==> src/rtl/hdlc_byte_align_pkg.sv <==
package hdlc_byte_align_pkg;
  // Command from control to the bit counter datapath
  typedef struct packed {
    logic clear;    // force counter to zero
    logic advance;  // count one destuffed bit
  } cntCmd_t;
endpackage

==> src/rtl/hdlc_byte_align_dp.sv <==
module hdlc_byte_align_dp
  import hdlc_byte_align_pkg::*;
#(
  parameter int BYTE_BITS = 8
) (
  input  logic    clk,
  input  logic    rstN,
  input  cntCmd_t cmd,
  output logic    atLast
);
  localparam int CW = (BYTE_BITS > 2) ? $clog2(BYTE_BITS) : 1;
  localparam logic [CW-1:0] LAST = CW'(BYTE_BITS - 1);

  logic [CW-1:0] bitCnt;

  assign atLast = (bitCnt == LAST);

  always_ff @(posedge clk) begin
    if (!rstN) begin
      bitCnt <= '0;
    end else if (cmd.clear) begin
      bitCnt <= '0;
    end else if (cmd.advance) begin
      bitCnt <= atLast ? '0 : bitCnt + CW'(1);
    end
  end
endmodule

==> src/rtl/hdlc_byte_align_ctl.sv <==
module hdlc_byte_align_ctl
  import hdlc_byte_align_pkg::*;
(
  input  logic    clk,
  input  logic    rstN,
  input  logic    bitValid,
  input  logic    flagIn,
  input  logic    atLast,
  output cntCmd_t cmd,
  output logic    byteStb,
  output logic    flagPreceded
);
  logic flagHit;
  logic flagQ;   // qualified flag: holds the counter for one more bit

  assign flagHit     = bitValid && flagIn;
  assign cmd.clear   = flagHit || (bitValid && flagQ);
  assign cmd.advance = bitValid && !flagIn && !flagQ;

  always_ff @(posedge clk) begin
    if (!rstN) begin
      flagQ        <= 1'b0;
      byteStb      <= 1'b0;
      flagPreceded <= 1'b0;
    end else begin
      if (flagHit)       flagQ <= 1'b1;
      else if (bitValid) flagQ <= 1'b0;

      byteStb <= cmd.advance && atLast;

      if (flagHit)      flagPreceded <= 1'b1;
      else if (byteStb) flagPreceded <= 1'b0;
    end
  end
endmodule

==> src/rtl/hdlc_byte_align.sv <==
module hdlc_byte_align
  import hdlc_byte_align_pkg::*;
#(
  parameter int BYTE_BITS = 8
) (
  input  logic clk,
  input  logic rstN,
  input  logic bitValid,
  input  logic flagIn,
  output logic byteStb,
  output logic flagPreceded
);
  cntCmd_t cmd;
  logic    atLast;

  hdlc_byte_align_ctl u_ctl (
    .clk          (clk),
    .rstN         (rstN),
    .bitValid     (bitValid),
    .flagIn       (flagIn),
    .atLast       (atLast),
    .cmd          (cmd),
    .byteStb      (byteStb),
    .flagPreceded (flagPreceded)
  );

  hdlc_byte_align_dp #(.BYTE_BITS(BYTE_BITS)) u_dp (
    .clk    (clk),
    .rstN   (rstN),
    .cmd    (cmd),
    .atLast (atLast)
  );
endmodule

==> config.mk <==
export PLATFORM = sky130hd
export DESIGN_NAME = hdlc_byte_align
export DESIGN_NICKNAME = d
export VERILOG_FILES = /design/src/rtl/hdlc_byte_align_pkg.sv /design/src/rtl/hdlc_byte_align_dp.sv /design/src/rtl/hdlc_byte_align_ctl.sv /design/src/rtl/hdlc_byte_align.sv
export SDC_FILE = /design/constraint.sdc
export NUM_CORES = 1
export LEC_CHECK = 0
export BUFFER_PORTS_ARGS = -buffer_cell sky130_fd_sc_hd__buf_2
export CORE_AREA = 2 2 39 41
export DETAILED_ROUTE_END_ITERATION = 8
export DIE_AREA = 0 0 41 43
export GPL_ROUTABILITY_DRIVEN = 0
export SYNTH_ARGS = -nofsm -noshare
export SYNTH_HDL_FRONTEND = slang
export SYNTH_SLANG_ARGS = --single-unit
==> constraint.sdc <==
create_clock -name clk -period 1.4 [get_ports clk]
set_input_delay 0.21 -clock clk [delete_from_list [all_inputs] [get_ports clk]]
set_output_delay 0.21 -clock clk [all_outputs]
set_load 0.005 [all_outputs]
==> results of run 1 <==
-- cells in the final DEF (no fill, tap or decap) --
master	synthesis	layout
nand3_1	2	2
nand2_1	1	1
nand2b_1	1	1
and4bb_2	1	1
or3_1	1	1
buf_2	0	5
dfxtp_1	6	6
o21ai_1	2	2
o21a_1	1	1
a21boi_1	1	1
clkbuf_4	0	3
nor3_1	1	1
nand3b_1	3	3
ha_1	2	2
nor2b_1	1	1
or2b_1	1	1
a21boi_0	1	1
-- layout make-up --
| class | instances | area (um2) |
|---|---|---|
| sequential | 6 | 120 |
| timing repair buffer | 5 | 25.0 |
| clock buffer | 3 | 22.5 |
| tap | 16 | 20.0 |
| fill | 153 | 1060 |
| multi-input combinational | 19 | 138 |
-- state kept, by name, indices dropped and copies added (netlist names) --
register / cells
u_dp.bitCnt: 3
u_ctl.byteStb: 1
u_ctl.flagPreceded: 1
u_ctl.flagQ: 1
-- power by group through the flow --
stage	combinational [uW]	clock, uW	sequential [uW]
after floorplan	12.0	0	184
after global placement	25.9	0	184
after detailed placement	26.2	0	184
after CTS	26.4	166	181
after global routing	30.2	177	181
final	25.8	156	181
-- logic make-up (layout without fill, tap and decap cells) --
family                   Yosys count  count (layout)  share of synthesized area, %
buffers and inverters              0               8                             0
flip-flops                         6               6                          46.6
adder cells (fa/ha/maj)            2               2                          9.71
AND/OR/NAND/NOR                   12              12                          31.1
AO/OA/AOI/OAI                      5               5                          12.6
-- cell usage after synthesis, drive strengths merged --
library cell	count	area, um2
or2b	1	7.51
a21boi	2	15.0
nand3b	3	22.5
dfxtp	6	120
ha	2	25.0
nor3	1	5.00
nand2b	1	6.26
and4bb	1	12.5
nand3	2	10.0
o21a	1	7.51
nor2b	1	6.26
o21ai	2	10.0
or3	1	6.26
nand2	1	3.75
-- per-layer routing --
metal / vias to the layer above / wire length [um]
met1: 92 / 200
li1: 110 / -
met3: 0 / 53
met4: 0 / 0
met2: 6 / 172
met5: - / 0
-- per-stage QoR --
step	setup slack, ns	hold WS [ns]	utilization [%]	std cells	power, uW
after floorplan	0.184	0.287	-	25	196
after global placement	0.159	0.420	21.9	46	210
after detailed placement	0.150	0.425	21.9	46	210
after CTS	0.147	0.163	23.5	49	373
after global routing	0.0849	0.174	23.5	49	389
final	0.154	0.171	23.5	49	363
-- path summary, 6_finish.rpt --
| check | start | end | cells after the start |
|---|---|---|---|
| min | flagIn | u_ctl.byteStb | 2 |
| max reg2reg | u_dp.bitCnt[0] | u_dp.bitCnt[2] | 4 |
| min reg2reg | u_ctl.flagQ | u_ctl.byteStb | 1 |
| max | u_dp.bitCnt[0] | u_dp.bitCnt[2] | 4 |
-- critical path, cell delays in order, from the launching register on --
cell	delay (ns)
dfxtp_1	0.31
ha_1	0.19
ha_1	0.25
and4bb_2	0.22
o21a_1	0.16
==> results_dict.tcl, run 1 <==
set metrics [dict create \
    hold_viol_final 0 \
    core_um2 1380 \
    swShare_pct 21.0 \
    fin_crit_sh_pct 89.0 \
    fp.dieW_um 41 \
    placement_rows 14 \
    cts-root-buf "clkbuf_4" \
    wl_per_cell_um 8.69 \
    power.share.sequential_pct 49.9 \
    drc_errors 0 \
    grt_overflow 0 \
    period_minus_slack_ns 1.25 \
    worstMarginPinSlew_ns 0.135 \
    routed_wl_um 426 \
    die_h_um 43 \
    yosys_register_bits 6 \
    met3_usage_pct 9.42 \
    cts_tree "yes" \
    status "finished, final reports clean" \
    met1_usage_pct 7.96 \
    cp_max_fo 3 \
    area.growth.synth_to_final_pct 26.2 \
    cell_internal_pwr_uw 287 \
    yosysUniqueCellTypes 15 \
    ff2ff_setup_slack_ns 0.15 \
    setup_viol 0 \
    seq_area_frac_synth_pct 46.6 \
    maxSlewHeadroom_pct 90.9 \
    antennaDiodeCount 0 \
    comb_power_share_pct 7.1 \
    clock_skew_ns 0.00118 \
    busiest_layer "met3" \
    cts_buffer_depth 2 \
    crit_type "register to register" \
    syn_nets 31 \
    cp_data_arrival_time_ns 1.38 \
    grt_pass1_wl_um 724 \
    io_pins 6 \
    start_kind "register" \
    met2_usage_pct 6.88 \
    final_cell_area_um2 325 \
    syn_inst 25 \
    cts_resized 0 \
    critPathRequiredTime_ns 1.54 \
    syn_area_um2 258 \
    hold_buffers 0 \
    htreeDepth 1 \
    first_global_vias 180 \
    die_area_um2 1760 \
    grt_usage_pct 6.81 \
    layout.nets 41 \
    ir_drop_mv 0.461 \
    fmax_mhz 803 \
    drive_gt1_share_pct 27.3 \
    hold_path.class "input pin to register" \
    cts_buffers 3 \
    vias 208 \
    ant_nets 0 \
    antenna_found_initial 0 \
    io_buffers 5 \
    clock_power_share_pct 43.0 \
    grt_max_degree 10 \
    first_pass_iters 2 \
    clk_latency_ns 0.24 \
    via_per_inst 4.24 \
    fin_tns_setup_ns 0 \
    slew_violations 0 \
    drv_cap 0 \
    p_per_area_nw_per_um2 1120 \
    switchingPower_uw 76.2 \
    cts_setup_buffers 0 \
    clk_pin_slew_ns 0.04 \
    end_kind "register" \
    postPlaceCellArea_um2 303 \
    leakagePower_uw 0.000139 \
    syn_area_per_cell_um2 10.3 \
    drt_first_iter_violations 8 \
    yosysWarnings 0 \
    initial_core_util_pct 18.6 \
    clock-sinks 6 \
    rsz0062_at_grt "no" \
]
(Power assumes the default switching activity.)
==> run 2, diff against run 1 <==
RECOVER_POWER = 100   (was not set)
==> results_dict.tcl, run 2 (synthesized netlist as in run 1, its figures left out) <==
set metrics [dict create \
    status "finished, final reports clean" \
    ir_drop_mv 0.460 \
    cts-root-buf "clkbuf_4" \
    core_um2 1380 \
    top_register "u_dp.bitCnt" \
    cp_data_arrival_time_ns 1.42 \
    critical_path.slowest_cell "or3_1" \
    period_minus_slack_ns 1.25 \
    reg2reg_from "u_dp.bitCnt[0]" \
    routed_wl_um 430 \
    hold_buffers 0 \
    layout_commonest_cell "dfxtp_1" \
    end_kind "register" \
    cp_max_fo 3 \
    drc_errors 0 \
    worstMarginPinSlew_ns 0.135 \
    io_buffers 5 \
    area.growth.synth_to_final_pct 25.2 \
    clk_pin_slew_ns 0.04 \
    grt_max_degree 10 \
    hold_path.class "input pin to register" \
    cts_buffers 3 \
    path_common_cell "ha_1" \
    cts_buffer_depth 2 \
    antenna_found_initial 0 \
    critPathRequiredTime_ns 1.57 \
    drv_cap 0 \
    die_area_um2 1760 \
    fin_crit_sh_pct 89.3 \
    maxSlewHeadroom_pct 90.9 \
    die_h_um 43 \
    initial_core_util_pct 18.6 \
    worst_slack_ns 0.150 \
    drive_gt1_share_pct 21.2 \
    htreeDepth 1 \
    leakagePower_uw 0.000130 \
    crit_type "register to register" \
    placement_rows 14 \
    via_per_inst 4.22 \
    crit_start "u_dp.bitCnt[0]" \
    fin_tns_setup_ns 0 \
    ant_nets 0 \
    clock-sinks 6 \
    fmax_mhz 800 \
    grt_pass1_wl_um 724 \
    layout.nets 41 \
    vias 207 \
    wl_per_cell_um 8.78 \
    io_pins 6 \
    hold_viol_final 0 \
    antennaDiodeCount 0 \
    first_pass_iters 2 \
    cts_tree "yes" \
    postPlaceCellArea_um2 303 \
    drt_first_iter_violations 7 \
    grt_overflow 0 \
    p_per_area_nw_per_um2 1120 \
    setup_viol 0 \
    slew_violations 0 \
    clock_skew_ns 0.00118 \
    max_stage_delay_ns 0.33 \
    crit_chain "ha_1, ha_1, or3_1, o21ai_0" \
    cts_setup_buffers 0 \
    min_from "flagIn" \
    grt_usage_pct 6.81 \
    final_cell_mix "dfxtp_1 (6), nand3b_1 (3), clkbuf_4 (3), buf_2 (3)" \
    cts_resized 0 \
    final_cell_area_um2 323 \
    fp.dieW_um 41 \
    clk_latency_ns 0.24 \
    first_global_vias 180 \
    start_kind "register" \
    place_ws_ns 0.150 \
    power.total_uw 362 \
    rsz0062_at_grt "no" \
    largest_reg_flops 3 \
]
## run 2: stage by stage
| step | util, % | cells | hold WS, ns |
|---|---|---|---|
| after floorplan | - | 25 | 0.287 |
| after global placement | 21.9 | 46 | 0.420 |
| after detailed placement | 21.9 | 46 | 0.425 |
| after CTS | 23.5 | 49 | 0.163 |
| after global routing | 23.3 | 49 | 0.174 |
| final | 23.3 | 49 | 0.171 |
## run 2: critical path, delay by kind of cell (launching register included)
kind                     cells  cell delay [ns]
adder cells (fa/ha/maj)      2             0.37
AND/OR/NAND/NOR              1             0.33
flip-flops                   1             0.31
AO/OA/AOI/OAI                1             0.16
## run 2: path summary, 6_finish.rpt
path	end	slack, ns	cells past startpoint
max	u_dp.bitCnt[0]	0.15	4
min	u_ctl.byteStb	0.17	2
max reg2reg	u_dp.bitCnt[0]	0.15	4
min reg2reg	u_ctl.byteStb	0.47	1
## run 2: report_power, final
| group | total, uW | switching (uW) | leakage, uW | internal [uW] |
|---|---|---|---|---|
| clock network | 156 | 59.4 | 0.0000138 | 96.7 |
| registers | 181 | 3.63 | 0.0000489 | 178 |
| logic | 24.5 | 12.6 | 0.0000677 | 11.8 |
| total | 362 | 75.7 | 0.000130 | 286 |
## run 2: routing by layer
metal	part of all wire [%]	GRT usage, %	vias up
li1	-	-	109
met1	47	7.96	92
met2	40	6.88	6
met3	13	9.42	0
met4	0	2.00	0
met5	0	0	-
## run 2: area by class of cell
cell class	instances	area, um2
Multi-Input combinational cell	19	138
Tap cell	16	20.0
Timing Repair Buffer	5	22.5
Sequential cell	6	120
Fill cell	155	1060
Clock buffer	3	22.5
